==> src/rtl/hsb_pkg.sv <==
package hsb_pkg;

   typedef enum logic [3:0] {
      PH_IDLE,
      PH_S0, PH_S1, PH_S2, PH_S3, PH_S4,
      PH_S5, PH_S6, PH_S7, PH_S8, PH_S9,
      PH_WA, PH_WB
   } phase_t;

   function automatic logic strobe_phase(input phase_t p);
      return (p == PH_S2) || (p == PH_S3) || (p == PH_S4) || (p == PH_WA) ||
             (p == PH_WB) || (p == PH_S5) || (p == PH_S6);
   endfunction

   function automatic logic drive_phase(input phase_t p);
      return (p == PH_S3) || (p == PH_S4) || (p == PH_WA) || (p == PH_WB) ||
             (p == PH_S5) || (p == PH_S6);
   endfunction

endpackage

==> src/rtl/hsb_timing.sv <==
module hsb_timing
   import hsb_pkg::*;
(
   input  logic   clk,
   input  logic   rst_n,
   input  logic   start,
   input  logic   ack_in,
   input  logic   berr_in,
   output phase_t phase,
   output logic   err_path
);

   phase_t nxt;
   logic   sample;

   assign sample = (phase == PH_S4) || (phase == PH_WB);

   always_comb begin
      nxt = phase;
      unique case (phase)
         PH_IDLE: nxt = start ? PH_S0 : PH_IDLE;
         PH_S0:   nxt = PH_S1;
         PH_S1:   nxt = PH_S2;
         PH_S2:   nxt = PH_S3;
         PH_S3:   nxt = PH_S4;
         PH_S4,
         PH_WB:   nxt = (ack_in || berr_in) ? PH_S5 : PH_WA;
         PH_WA:   nxt = PH_WB;
         PH_S5:   nxt = PH_S6;
         PH_S6:   nxt = PH_S7;
         PH_S7:   nxt = err_path ? PH_S8 : PH_IDLE;
         PH_S8:   nxt = PH_S9;
         PH_S9:   nxt = PH_IDLE;
         default: nxt = PH_IDLE;
      endcase
   end

   always_ff @(posedge clk or negedge rst_n) begin
      if (!rst_n) begin
         phase    <= PH_IDLE;
         err_path <= 1'b0;
      end else begin
         phase <= nxt;
         if (start)
            err_path <= 1'b0;
         else if (sample && berr_in && !ack_in)
            err_path <= 1'b1;
      end
   end

   AST_IDLE_HOLD: assert property (@(posedge clk) disable iff (!rst_n)
      (phase == PH_IDLE && !start) |=> (phase == PH_IDLE));
   AST_WAIT_PAIR: assert property (@(posedge clk) disable iff (!rst_n)
      (phase == PH_WA) |=> (phase == PH_WB));
   AST_NO_RESP_WAITS: assert property (@(posedge clk) disable iff (!rst_n)
      (sample && !ack_in && !berr_in) |=> (phase == PH_WA));
   AST_TAIL_ON_ERR: assert property (@(posedge clk) disable iff (!rst_n)
      (phase == PH_S8) |-> err_path);

endmodule

==> src/rtl/hsb_lanes.sv <==
module hsb_lanes #(
   parameter int N_LANES = 2
) (
   input  logic               clk,
   input  logic               rst_n,
   input  logic               active,
   input  logic               word,
   input  logic               a0,
   output logic [N_LANES-1:0] strobe_n
);

   if (N_LANES != 2) begin : g_bad_lanes
      $error("hsb_lanes supports exactly two byte lanes");
   end

   for (genvar i = 0; i < N_LANES; i++) begin : g_lane
      // lane 1 is the upper byte (even address), lane 0 the lower byte (odd address)
      localparam logic LANE_A0 = (i == 0);
      assign strobe_n[i] = !(active && (word || (a0 == LANE_A0)));
   end

   AST_LANE_WORD: assert property (@(posedge clk) disable iff (!rst_n)
      (active && word) |-> (strobe_n == '0));
   AST_LANE_BYTE: assert property (@(posedge clk) disable iff (!rst_n)
      (active && !word) |-> ($countones(~strobe_n) == 1));
   AST_LANE_IDLE: assert property (@(posedge clk) disable iff (!rst_n)
      !active |-> (strobe_n == '1));

endmodule

==> src/rtl/hsb_datapath.sv <==
module hsb_datapath #(
   parameter int ADDR_W = 24,
   parameter int DATA_W = 16,
   parameter int FC_W   = 3
) (
   input  logic              clk,
   input  logic              rst_n,
   input  logic              start,
   input  logic              capture,
   input  logic [ADDR_W-1:0] req_addr,
   input  logic [FC_W-1:0]   req_fc,
   input  logic              req_write,
   input  logic              req_word,
   input  logic [DATA_W-1:0] req_wdata,
   input  logic [DATA_W-1:0] din,
   output logic [ADDR_W-1:0] addr_q,
   output logic [FC_W-1:0]   fc_q,
   output logic              write_q,
   output logic              word_q,
   output logic [DATA_W-1:0] wdata_q,
   output logic [DATA_W-1:0] rdata_q
);

   always_ff @(posedge clk or negedge rst_n) begin
      if (!rst_n) begin
         addr_q  <= '0;
         fc_q    <= '0;
         write_q <= 1'b0;
         word_q  <= 1'b0;
         wdata_q <= '0;
      end else if (start) begin
         addr_q  <= req_addr;
         fc_q    <= req_fc;
         write_q <= req_write;
         word_q  <= req_word;
         wdata_q <= req_wdata;
      end
   end

   always_ff @(posedge clk or negedge rst_n) begin
      if (!rst_n)
         rdata_q <= '0;
      else if (capture)
         rdata_q <= din;
   end

   AST_REQ_HELD: assert property (@(posedge clk) disable iff (!rst_n)
      !start |=> $stable(addr_q) && $stable(write_q) && $stable(word_q));

endmodule

==> src/rtl/hsbus_master.sv <==
module hsbus_master
   import hsb_pkg::*;
#(
   parameter int ADDR_W = 24,
   parameter int DATA_W = 16,
   parameter int FC_W   = 3
) (
   input  logic              clk,
   input  logic              rst_n,
   input  logic              req_valid,
   input  logic [ADDR_W-1:0] req_addr,
   input  logic [FC_W-1:0]   req_fc,
   input  logic              req_write,
   input  logic              req_word,
   input  logic [DATA_W-1:0] req_wdata,
   output logic              ready,
   output logic              done,
   output logic              err,
   output logic [DATA_W-1:0] rdata,
   output logic [FC_W-1:0]   fc_o,
   output logic [ADDR_W-1:0] addr_o,
   output logic              addr_oe,
   output logic              rw_o,
   output logic              as_n,
   output logic              uds_n,
   output logic              lds_n,
   output logic [DATA_W-1:0] dout,
   output logic              dout_oe,
   input  logic [DATA_W-1:0] din,
   input  logic              bus_ack_n,
   input  logic              bus_err_n
);

   localparam int N_LANES = 2;
   localparam int LANE_W  = DATA_W / N_LANES;

   if (DATA_W % N_LANES != 0 || LANE_W < 1) begin : g_bad_data
      $error("DATA_W must split into two equal byte lanes");
   end
   if (ADDR_W < 2) begin : g_bad_addr
      $error("ADDR_W must be at least 2");
   end
   if (FC_W < 1) begin : g_bad_fc
      $error("FC_W must be at least 1");
   end

   phase_t              phase;
   logic                err_path;
   logic                start;
   logic                busy;
   logic                stb_on;
   logic                capture;
   logic [ADDR_W-1:0]   addr_q;
   logic [FC_W-1:0]     fc_q;
   logic                write_q;
   logic                word_q;
   logic [DATA_W-1:0]   wdata_q;
   logic [N_LANES-1:0]  lane_n;

   assign busy    = (phase != PH_IDLE);
   assign start   = req_valid && !busy;
   assign stb_on  = strobe_phase(phase);
   assign capture = (phase == PH_S6) && !write_q && !err_path;

   hsb_timing u_timing (
      .clk      (clk),
      .rst_n    (rst_n),
      .start    (start),
      .ack_in   (!bus_ack_n),
      .berr_in  (!bus_err_n),
      .phase    (phase),
      .err_path (err_path)
   );

   hsb_datapath #(
      .ADDR_W (ADDR_W),
      .DATA_W (DATA_W),
      .FC_W   (FC_W)
   ) u_data (
      .clk       (clk),
      .rst_n     (rst_n),
      .start     (start),
      .capture   (capture),
      .req_addr  (req_addr),
      .req_fc    (req_fc),
      .req_write (req_write),
      .req_word  (req_word),
      .req_wdata (req_wdata),
      .din       (din),
      .addr_q    (addr_q),
      .fc_q      (fc_q),
      .write_q   (write_q),
      .word_q    (word_q),
      .wdata_q   (wdata_q),
      .rdata_q   (rdata)
   );

   hsb_lanes #(
      .N_LANES (N_LANES)
   ) u_lanes (
      .clk      (clk),
      .rst_n    (rst_n),
      .active   (stb_on),
      .word     (word_q),
      .a0       (addr_q[0]),
      .strobe_n (lane_n)
   );

   assign ready   = !busy;
   assign done    = (phase == PH_S7) && !err_path;
   assign err     = (phase == PH_S9);
   assign fc_o    = busy ? fc_q : '0;
   assign rw_o    = busy ? !write_q : 1'b1;
   assign addr_o  = addr_q;
   assign addr_oe = busy && (phase != PH_S0);
   assign as_n    = !stb_on;
   assign uds_n   = lane_n[1];
   assign lds_n   = lane_n[0];
   assign dout    = wdata_q;
   assign dout_oe = write_q && drive_phase(phase);

   AST_DONE_PULSE: assert property (@(posedge clk) disable iff (!rst_n)
      done |=> !done);
   AST_RDATA_HOLD: assert property (@(posedge clk) disable iff (!rst_n)
      done |=> $stable(rdata));
   AST_DONE_ERR_EXCL: assert property (@(posedge clk) disable iff (!rst_n)
      !(done && err));
   AST_DRIVE_IS_WRITE: assert property (@(posedge clk) disable iff (!rst_n)
      dout_oe |-> !rw_o);
   AST_STROBE_NEEDS_AS: assert property (@(posedge clk) disable iff (!rst_n)
      (!uds_n || !lds_n) |-> (!as_n && addr_oe));
   AST_AS_ADDR_VALID: assert property (@(posedge clk) disable iff (!rst_n)
      !as_n |-> addr_oe);
   AST_READY_AFTER_END: assert property (@(posedge clk) disable iff (!rst_n)
      (done || err) |=> ready);

endmodule

==> config.mk <==
export PLATFORM = sky130hd
export DESIGN_NAME = hsbus_master
export DESIGN_NICKNAME = d
export VERILOG_FILES = /design/src/rtl/hsb_pkg.sv /design/src/rtl/hsb_timing.sv /design/src/rtl/hsb_lanes.sv /design/src/rtl/hsb_datapath.sv /design/src/rtl/hsbus_master.sv
export SDC_FILE = /design/constraint.sdc
export NUM_CORES = 1
export LEC_CHECK = 0
export BUFFER_PORTS_ARGS = -buffer_cell sky130_fd_sc_hd__buf_2
export CORE_ASPECT_RATIO = 1.4
export CORE_UTILIZATION = 50
export CTS_CLUSTER_DIAMETER = 100
export CTS_CLUSTER_SIZE = 28
export DETAILED_ROUTE_END_ITERATION = 10
export PLACE_DENSITY = 0.85
export SLEW_MARGIN = 20
export SYNTH_ARGS = -nofsm -noshare
export SYNTH_HDL_FRONTEND = slang
export SYNTH_SLANG_ARGS = --single-unit
==> constraint.sdc <==
create_clock -name clk -period 2.8 [get_ports clk]
set_clock_uncertainty 0.05 [all_clocks]
set_input_delay 0.56 -clock clk [delete_from_list [all_inputs] [get_ports clk]]
set_output_delay 0.56 -clock clk [all_outputs]
set_load 0.02 [all_outputs]
==> out/qor.json, run 1 <==
{
  "status": {"value": "finished clean"},
  "fmax": {"value": 414.3, "unit": "MHz"},
  "grt_first_pass_wirelength": {"value": 9.259, "unit": "mm"},
  "most_area_hungry_cell_type_in_the_yosys_netlist": {"value": "dfrtp_1"},
  "detailed_place.area": {"value": 3566, "unit": "um^2"},
  "finalWeightedCongestion": {"value": 0.8340},
  "antenna_violating_nets_post_route": {"value": 0},
  "grt_max_degree": {"value": 46},
  "drtIter0Drc": {"value": 126},
  "final_min_period_over_clock_period": {"value": 0.8620},
  "hpwlAfterDp": {"value": 4.357, "unit": "mm"},
  "vdd_drop_max": {"value": 0.6961, "unit": "mV"},
  "synth_seq_area_share": {"value": 0.5749},
  "cts.sink_count": {"value": 66},
  "fillerInstances": {"value": 424},
  "sw_frac_of_total": {"value": 0.3847},
  "floorplan.io_pins": {"value": 134},
  "grt_antenna_before_repair": {"value": 0},
  "drv_slew": {"value": 0},
  "rrSetupSlack": {"value": 0.52, "unit": "ns"},
  "worstPathBufferInverterCount": {"value": 1},
  "cts_root_buffer": {"value": "clkbuf_8"},
  "cts_tree": {"value": "done"},
  "num_vias": {"value": 1971},
  "htreeDepth": {"value": 3},
  "rr_endpoint": {"value": "u_data.fc_q[0]"},
  "final_hold_viol_count": {"value": 0},
  "leakage_dissipation": {"value": 0.002049, "unit": "uW"},
  "power.sequential.fraction": {"value": 0.357},
  "post_route_design_area": {"value": 3776, "unit": "um^2"},
  "area_growth_syn_to_layout": {"value": 31.45, "unit": "%"},
  "post_synth_main_area_contributors": {"value": "dfrtp_1 57%, mux2_4 21%, mux2_2 8.2%, buf_6 1.6%, nor2b_1 1.1%"},
  "delay_of_the_slowest_cell_on_the_worst_path": {"value": 0.55, "unit": "ns"},
  "postSynthRegisterBits": {"value": 66},
  "fp.dieW": {"value": 66.06, "unit": "um"},
  "cp.depth": {"value": 3},
  "die_area": {"value": 6057, "unit": "um^2"},
  "syn_nets": {"value": 248},
  "insertion_delay": {"value": 0.33, "unit": "ns"},
  "number_of_global_route_vias_before_repair": {"value": 1953},
  "worstSetupStartpoint": {"value": "u_timing.phase[3]"},
  "p_clk_frac": {"value": 0.169},
  "timing.slew.headroom": {"value": 0.4628},
  "antenna-diode-count": {"value": 0},
  "fin_util": {"value": 0.6834},
  "cp_top_family": {"value": "simple AND/OR/NAND/NOR gates"},
  "clock_tree.buffer_depth": {"value": 2},
  "synth.cell_area": {"value": 2873, "unit": "um^2"},
  "critical_path.startpoint_type": {"value": "flop"},
  "critical_path.slowest_cell": {"value": "nor4_4"},
  "postCtsSetupRepairBufs": {"value": 0},
  "p_switching": {"value": 1930, "unit": "uW"},
  "netlist_instances": {"value": 182},
  "post_cts.resized_instances": {"value": 0},
  "timing.rr.start": {"value": "u_timing.phase[3]"},
  "ctsHoldBuffers": {"value": 0},
  "r2r.worst_path.cells": {"value": 3},
  "synth.avg_cell_area": {"value": 15.78, "unit": "um^2"},
  "post_route_cells_drive_above_1_share": {"value": 0.6594},
  "critical_path_arrival": {"value": 1.80, "unit": "ns"},
  "power_density_over_the_cells": {"value": 1328, "unit": "nW/um^2"},
  "finalWirelength": {"value": 5.783, "unit": "mm"},
  "setup_viol": {"value": 0},
  "drt-wirelength-per-cell": {"value": 14.79, "unit": "um"},
  "internal_power": {"value": 3087, "unit": "uW"},
  "final_critical_path_required_period": {"value": 2.414, "unit": "ns"},
  "initial_utilization": {"value": 0.5199},
  "synth-warning-count": {"value": 0},
  "synth-edff-count": {"value": 0},
  "fin_setup_tns": {"value": 0, "unit": "ns"},
  "power_frac_comb": {"value": 0.474},
  "min-delay-path-class": {"value": "in2async"},
  "viasPerCell": {"value": 5.041},
  "groute.usage.overall": {"value": 0.2092},
  "placement_rows": {"value": 32},
  "tightestPinTransition": {"value": 0.8059, "unit": "ns"},
  "post-synth-top-area-fraction": {"value": 0.5749},
  "rsz0062_at_grt": {"value": "false"},
  "synth_cell_type_count": {"value": 34},
  "criticalPathCategory": {"value": "reg2out"},
  "cts_made_buffers": {"value": 9},
  "crit_path_end_kind": {"value": "primary output"},
  "grt_overflow": {"value": 0},
  "die_y": {"value": 91.69, "unit": "um"},
  "synth-async-reset-ratio": {"value": 1.000},
  "firstDrtPassIters": {"value": 4},
  "buffer_ports.inserted": {"value": 133},
  "finalNetCount": {"value": 384},
  "cp_max_fo": {"value": 13},
  "core_area": {"value": 5525, "unit": "um^2"},
  "drc": {"value": 0},
  "worstPathCellList": {"value": "nor4_4 > and2b_1 > buf_2"},
  "overall_power": {"value": 5016, "unit": "uW"},
  "yosys_most_used_dff": {"value": "dfrtp_1"},
  "timing.max_cap.violations": {"value": 0},
  "path_clk_slew": {"value": 0.07, "unit": "ns"},
  "required": {"value": 2.19, "unit": "ns"}
}
==> cells in the mapped netlist, types with 2 or more instances <==
library cell and instances:
a21oi_1 2, and3b_1 3, buf_6 4, clkbuf_1 4
dfrtp_1 66, inv_1 4, mux2_2 21, mux2_4 40
nand2b_1 2, nor2_1 2, nor2b_1 5, o21ai_0 5
or3_1 2, xnor2_1 2
==> power by group through the flow <==
stage / Sequential, uW / Combinational, uW / Clock (uW)
after floorplan: 2220 / 1250 / 0
after global placement: 1780 / 2340 / 0
after detailed placement: 1800 / 2400 / 0
after CTS: 1790 / 2400 / 870
after global routing: 1870 / 2530 / 913
final: 1790 / 2380 / 849
==> cell usage in the layout (no fill, tap or decap), types with 3 or more instances in the layout <==
cell and count:
mux2_4 40, inv_1 4, o21ai_0 5, mux2_2 21, clkbuf_8 9, buf_2 133, dfrtp_1 66, nor2b_1 5
and3b_1 3
==> worst max-delay path by stage <==
stage | end | slack, ns
2_1_floorplan | fc_o[0] | 0.87
3_3_place_gp | u_data.addr_q[10] | 0.63
3_5_place_dp | u_data.addr_q[13] | 0.53
4_1_cts | fc_o[0] | 0.37
5_1_grt | fc_o[0] | 0.26
6_report | fc_o[0] | 0.39
==> area by class of cell <==
type / instances / area (um^2) / share of cell area
repair buffers: 135 / 680.7 / 0.1803
clock buffers: 11 / 131.4 / 0.03479
multi-input cells: 102 / 1134 / 0.3002
clock inverters: 5 / 78.83 / 0.02087
well taps: 68 / 85.08 / 0.02253
flip-flops and latches: 66 / 1652 / 0.4374
inverters: 4 / 15.01 / 0.003976
==> layer usage <==
| metal | routed length, um | track usage | vias to the layer above |
|---|---|---|---|
| met5 | 0 | 0 | - |
| met4 | 132 | 0.1135 | 0 |
| met3 | 366 | 0.05224 | 12 |
| met2 | 3056 | 0.3461 | 88 |
| met1 | 2227 | 0.2433 | 952 |
| li1 | - | - | 919 |
==> cells by family after synthesis <==
| logic type | Yosys count | synth area share |
|---|---|---|
| and+or+nand+nor | 24 | 0.06141 |
| muxes | 61 | 0.2914 |
| DFF | 66 | 0.5749 |
| AOI/OAI and AO/OA | 15 | 0.03572 |
| xor gates and xnor gates | 2 | 0.006099 |
| buffers and inverters | 14 | 0.03048 |
==> flip-flops by register name (all words and copies together), names as in the netlist <==
name and cells:
u_data.word_q 1, u_data.fc_q 3, u_data.write_q 1, u_timing.err_path 1, u_data.addr_q 24, u_data.wdata_q 16, u_timing.phase 4, u_data.rdata_q 16
==> per-stage QoR <==
step	std cells	setup slack, ns	hold WS, ns
detailed placement	375	0.5338	0.4369
finish	391	0.3864	0.1037
global route	391	0.2613	0.1206
floorplan	182	0.8663	0.2144
global placement	375	0.6305	0.4310
CTS	391	0.3670	0.1097
(Power assumes the default switching activity.)
==> run 2: changes to the inputs <==
Settings changed: CORE_UTILIZATION 50 to 42, PLACE_DENSITY 0.85 to 0.76.
Clock period 2.8 ns to 2.2 ns, I/O delays scaled along.
==> run 2 against run 1 <==
  * Non-clock buffer count increased by 5
  * Setup slack got worse by 0.29 ns
  * Clock power increased by 46%
  * Cell area increased by 3.7%
  * Hold slack got worse by 0.054 ns
  * Combinational power increased by 33%
  * Wire length decreased by 2.1%
  * Critical path type unchanged
==> out/qor.json, run 2 (synthesis results as in run 1) <==
{
  "overall_power": {"value": 6616, "unit": "uW"},
  "cts_made_buffers": {"value": 9},
  "core_area": {"value": 6613, "unit": "um^2"},
  "layout_common_cells": {"value": "131 x buf_2, 65 x dfrtp_1, 40 x mux2_4, 21 x mux2_2, 10 x clkbuf_8"},
  "fin_setup_tns": {"value": 0, "unit": "ns"},
  "criticalPathCategory": {"value": "reg2out"},
  "timing.slew.headroom": {"value": 0.6587},
  "grt_overflow": {"value": 0},
  "critical_path.startpoint_type": {"value": "flop"},
  "drt-wirelength-per-cell": {"value": 13.48, "unit": "um"},
  "largest_register_ffs": {"value": 24},
  "antenna-diode-count": {"value": 0},
  "reg_top3": {"value": "u_data.addr_q: 24 flops, u_data.rdata_q: 16 flops, u_data.wdata_q: 16 flops"},
  "finalWeightedCongestion": {"value": 0.8265},
  "antenna_violating_nets_post_route": {"value": 0},
  "clock_tree.buffer_depth": {"value": 2},
  "drv_slew": {"value": 0},
  "fp.dieW": {"value": 71.90, "unit": "um"},
  "vdd_drop_max": {"value": 0.8958, "unit": "mV"},
  "area_growth_syn_to_layout": {"value": 36.32, "unit": "%"},
  "placement_rows": {"value": 35},
  "cts_tree": {"value": "done"},
  "drc": {"value": 0},
  "post_route_cells_drive_above_1_share": {"value": 0.6738},
  "cp_top_family": {"value": "simple AND/OR/NAND/NOR gates"},
  "top_register": {"value": "u_data.addr_q"},
  "post_route_design_area": {"value": 3916, "unit": "um^2"},
  "timing.max_cap.violations": {"value": 0},
  "cts_root_buffer": {"value": "clkbuf_8"},
  "min-delay-path-class": {"value": "in2async"},
  "final_min_period_over_clock_period": {"value": 0.9566},
  "setup_viol": {"value": 0},
  "mostFrequentLayoutCell": {"value": "buf_2"},
  "fmax": {"value": 475.2, "unit": "MHz"},
  "worstPathCellList": {"value": "nor4_4 > buf_4 > and2b_1 > buf_2"},
  "cts.sink_count": {"value": 66},
  "tightestPinTransition": {"value": 0.5107, "unit": "ns"},
  "initial_utilization": {"value": 0.4344},
  "cp_max_fo": {"value": 6},
  "power_density_over_the_cells": {"value": 1689, "unit": "nW/um^2"},
  "leakage_dissipation": {"value": 0.002095, "unit": "uW"},
  "die_area": {"value": 7179, "unit": "um^2"},
  "worstPathBufferInverterCount": {"value": 2},
  "holdWs": {"value": 0.05011, "unit": "ns"},
  "finalWirelength": {"value": 5.660, "unit": "mm"},
  "critical_path_arrival": {"value": 1.61, "unit": "ns"},
  "insertion_delay": {"value": 0.33, "unit": "ns"},
  "floorplan.io_pins": {"value": 134},
  "grt_antenna_before_repair": {"value": 0},
  "groute.usage.overall": {"value": 0.1641},
  "path_clk_slew": {"value": 0.07, "unit": "ns"},
  "final_hold_viol_count": {"value": 0},
  "grt_max_degree": {"value": 67},
  "delay_of_the_slowest_cell_on_the_worst_path": {"value": 0.41, "unit": "ns"},
  "rsz0062_at_grt": {"value": "false"},
  "crit_path_end_kind": {"value": "primary output"},
  "finalNetCount": {"value": 389},
  "number_of_global_route_vias_before_repair": {"value": 1945},
  "firstDrtPassIters": {"value": 5},
  "detailed_place.area": {"value": 3659, "unit": "um^2"},
  "status": {"value": "finished clean"},
  "final_critical_path_required_period": {"value": 2.104, "unit": "ns"},
  "critical_path.slowest_cell": {"value": "dfrtp_1"},
  "drtIter0Drc": {"value": 42},
  "required": {"value": 1.71, "unit": "ns"},
  "viasPerCell": {"value": 4.700},
  "num_vias": {"value": 1974},
  "grt_first_pass_wirelength": {"value": 8.887, "unit": "mm"},
  "hpwlAfterDp": {"value": 4.141, "unit": "mm"},
  "die_y": {"value": 99.86, "unit": "um"},
  "buffer_ports.inserted": {"value": 133},
  "htreeDepth": {"value": 3}
}
[run 2: cell count changes in the layout (fill, tap and decap cells not counted)]
| cell | previous run | this run |
|---|---|---|
| buf_4 | 2 | 7 |
| o21ai_0 | 5 | 4 |
| dfrtp_2 | 0 | 1 |
| buf_2 | 133 | 131 |
| dfrtp_1 | 66 | 65 |
| o21ai_1 | 0 | 1 |
| bufinv_16 | 2 | 3 |
| clkinv_2 | 2 | 0 |
| clkbuf_1 | 2 | 0 |
| clkbuf_8 | 9 | 10 |
| clkinvlp_4 | 0 | 2 |
| buf_12 | 0 | 2 |
[run 2: area by class of cell]
type,count,area [um^2]
Timing Repair Buffer,140,748.2
Sequential cell,66,1653
Multi-Input combinational cell,102,1134
Tap cell,92,115.1
Inverter,4,15.01
Fill cell,546,2696
Clock buffer,10,137.6
Clock inverter,6,113.9
[run 2: repair_timing]
action,in CTS,in global routing
endpoints found under the setup margin,0,5
setup buffers,0,0
gates resized for setup,0,4
hold buffers,0,0
[run 2: per-layer routing]
metal / routed length [um] / track usage / vias up
li1: - / - / 926
met1: 2331 / 0.1861 / 950
met2: 2812 / 0.2736 / 88
met3: 415 / 0.06225 / 10
met4: 101 / 0.07240 / 0
met5: 0 / 0 / -
[run 2: stage by stage]
step                      std cells  setup WS (ns)  utilization
after floorplan                 182         0.3671            -
after global placement          404         0.3955       0.5533
after detailed placement        404         0.3081       0.5533
after CTS                       420       0.002689       0.5913
after global routing            420       0.006339       0.5922
final                           420        0.09551       0.5922
[run 2: power breakdown]
| part | internal, uW | leakage (uW) | switching [uW] |
|---|---|---|---|
| Sequential | 1840 | 0.000785 | 372 |
| Clock | 785 | 0.000119 | 455 |
| Combinational | 1530 | 0.00119 | 1640 |
| Total | 4150 | 0.00210 | 2470 |
[run 2: worst paths after layout]
kind | startpoint | to | slack (ns) | cells after the start
max reg2reg | u_timing.phase[2] | u_data.rdata_q[1] | 0.35 | 4
max in group asynchronous | rst_n | u_data.rdata_q[13] | 1.74 | 2
min in group clk | req_addr[18] | u_data.addr_q[18] | 0.28 | 2
min reg2reg | u_data.rdata_q[15] | u_data.rdata_q[15] | 0.45 | 1
max | u_timing.phase[3] | fc_o[0] | 0.1 | 4
min | rst_n | u_data.rdata_q[0] | 0.05 | 2
==> run 3: changes to the inputs <==
Settings changed: PLACE_DENSITY 0.76 to unset, PLACE_DENSITY_LB_ADDON set to 0.15.
==> run 3 against run 2 <==
  * Largest power group unchanged
  * Register-to-register slack worse by 0.04 ns
  * Count of clock-buffer cells in the layout is 2 higher
  * Non-clock buffer count is 1 lower
  * Cell count is 0.48% lower
  * Sequential power is 3% higher
  * Wire length is 3.8% higher
  * Flip-flop and latch count stayed put
==> out/qor.json, run 3 (synthesis results as in run 1) <==
{
  "sw_frac_of_total": {"value": 0.3912},
  "critical_path_arrival": {"value": 1.65, "unit": "ns"},
  "path_clk_slew": {"value": 0.07, "unit": "ns"},
  "number_of_global_route_vias_before_repair": {"value": 2004},
  "cts_tree": {"value": "done"},
  "finalWirelength": {"value": 5.877, "unit": "mm"},
  "internal_power": {"value": 3800, "unit": "uW"},
  "final_hold_viol_count": {"value": 0},
  "criticalPathCategory": {"value": "reg2out"},
  "status": {"value": "finished clean"},
  "floorplan.io_pins": {"value": 134},
  "groute.usage.overall": {"value": 0.1743},
  "required": {"value": 1.71, "unit": "ns"},
  "htreeDepth": {"value": 3},
  "drtIter0Drc": {"value": 116},
  "placement_rows": {"value": 35},
  "insertion_delay": {"value": 0.33, "unit": "ns"},
  "critical_path.startpoint_type": {"value": "flop"},
  "tightestPinTransition": {"value": 0.5477, "unit": "ns"},
  "r2r.worst_path.cells": {"value": 6},
  "setup_viol": {"value": 0},
  "die_area": {"value": 7179, "unit": "um^2"},
  "layout_common_cells": {"value": "133 x buf_2, 63 x dfrtp_1, 40 x mux2_4, 21 x mux2_2, 11 x clkbuf_8"},
  "finalNetCount": {"value": 388},
  "final-instance-count-excl-fill": {"value": 418},
  "fp.dieW": {"value": 71.90, "unit": "um"},
  "antenna_violating_nets_post_route": {"value": 0},
  "die_y": {"value": 99.86, "unit": "um"},
  "drt-wirelength-per-cell": {"value": 14.06, "unit": "um"},
  "largest_register_ffs": {"value": 24},
  "cts_made_buffers": {"value": 9},
  "crit_path_end_kind": {"value": "primary output"},
  "leakage_dissipation": {"value": 0.002061, "unit": "uW"},
  "power_density_over_the_cells": {"value": 1632, "unit": "nW/um^2"},
  "grt_first_pass_wirelength": {"value": 9.411, "unit": "mm"},
  "fin_setup_tns": {"value": 0, "unit": "ns"},
  "min-delay-path-class": {"value": "in2async"},
  "detailedPlace.worstSlack": {"value": 0.2652, "unit": "ns"},
  "drc": {"value": 0},
  "post_route_cells_drive_above_1_share": {"value": 0.6748},
  "final_min_period_over_clock_period": {"value": 0.9711},
  "drv_slew": {"value": 0},
  "num_vias": {"value": 1973},
  "fmax": {"value": 468.1, "unit": "MHz"},
  "finalWeightedCongestion": {"value": 0.8127},
  "final_critical_path_required_period": {"value": 2.137, "unit": "ns"},
  "initial_utilization": {"value": 0.4344},
  "clock_tree.buffer_depth": {"value": 2},
  "p_switching": {"value": 2442, "unit": "uW"},
  "place_inst": {"value": 401},
  "grt_overflow": {"value": 0},
  "fin_util": {"value": 0.5784},
  "mostFrequentLayoutCell": {"value": "buf_2"},
  "p_clk_frac": {"value": 0.142},
  "ctsHoldBuffers": {"value": 0},
  "reg_top3": {"value": "u_data.addr_q: 24 flops, u_data.rdata_q: 16 flops, u_data.wdata_q: 16 flops"},
  "cts.sink_count": {"value": 66},
  "post_route_design_area": {"value": 3825, "unit": "um^2"},
  "detailed_place.area": {"value": 3636, "unit": "um^2"},
  "rsz0062_at_grt": {"value": "false"},
  "cts_root_buffer": {"value": "clkbuf_8"},
  "power.sequential.fraction": {"value": 0.363},
  "area_growth_syn_to_layout": {"value": 33.14, "unit": "%"},
  "grt_max_degree": {"value": 46},
  "antenna-diode-count": {"value": 0},
  "timing.slew.headroom": {"value": 0.6349},
  "crit_path_setup_slack_layout": {"value": 0.06348, "unit": "ns"},
  "hpwlAfterDp": {"value": 4.135, "unit": "mm"},
  "grt_antenna_before_repair": {"value": 0},
  "core_area": {"value": 6613, "unit": "um^2"},
  "cp_max_fo": {"value": 12},
  "viasPerCell": {"value": 4.720},
  "power_frac_comb": {"value": 0.495},
  "timing.max_cap.violations": {"value": 0},
  "buffer_ports.inserted": {"value": 133},
  "top_register": {"value": "u_data.addr_q"},
  "firstDrtPassIters": {"value": 3},
  "vdd_drop_max": {"value": 0.7936, "unit": "mV"}
}
[run 3: layout make-up]
cell class | count | area, um^2
fill | 526 | 2788
sequential | 66 | 1655
multi-input combinational | 102 | 1134
timing repair buffer | 139 | 735.7
clock buffer | 12 | 155.1
tap | 92 | 115.1
clock inverter | 3 | 15.01
inverter | 4 | 15.01
[run 3: worst max-delay path, cell delays in order, from the launching register on]
cell and delay, ns:
dfrtp_2 0.50, nor4_4 0.29, buf_4 0.19, and2b_1 0.18
buf_2 0.16
[run 3: layer usage]
layer,vias to the layer above,part of all wire,global-route usage
met5,-,0,0
met4,0,0.015,0.08748
met3,10,0.071,0.05823
met2,86,0.49,0.2779
met1,956,0.42,0.2101
li1,921,-,-
[run 3: power groups by stage]
stage | Sequential (uW) | Combinational [uW] | Clock (uW)
floorplan | 2830 | 1590 | 0
global placement | 2240 | 3060 | 0
detailed placement | 2250 | 3100 | 0
CTS | 2250 | 3120 | 914
global route | 2340 | 3290 | 973
finish | 2270 | 3090 | 884
[run 3: path summary, 6_finish.rpt]
path | from | endpoint | slack, ns
max | u_timing.phase[2] | fc_o[0] | 0.06
min | rst_n | u_data.wdata_q[5] | 0.04
max reg2reg | u_timing.phase[2] | u_data.addr_q[22] | 0.31
min reg2reg | u_data.rdata_q[0] | u_data.rdata_q[0] | 0.45
max in group asynchronous | rst_n | u_timing.phase[0] | 1.43
min in group clk | req_addr[14] | u_data.addr_q[14] | 0.28
[run 3: per-stage QoR]
stage | total power [uW] | hold WS, ns
5_1_grt | 6610 | 0.08375
2_1_floorplan | 4416 | 0.09441
6_report | 6241 | 0.03615
3_5_place_dp | 5347 | 0.4111
4_1_cts | 6285 | 0.04606
3_3_place_gp | 5299 | 0.4113
[run 3: timing repair]
| action | in CTS | in global routing |
|---|---|---|
| setup buffers | 2 | 0 |
| gates resized for setup | 0 | 3 |
| endpoints found under the setup margin | 3 | 5 |
| pin swaps | 1 | 0 |
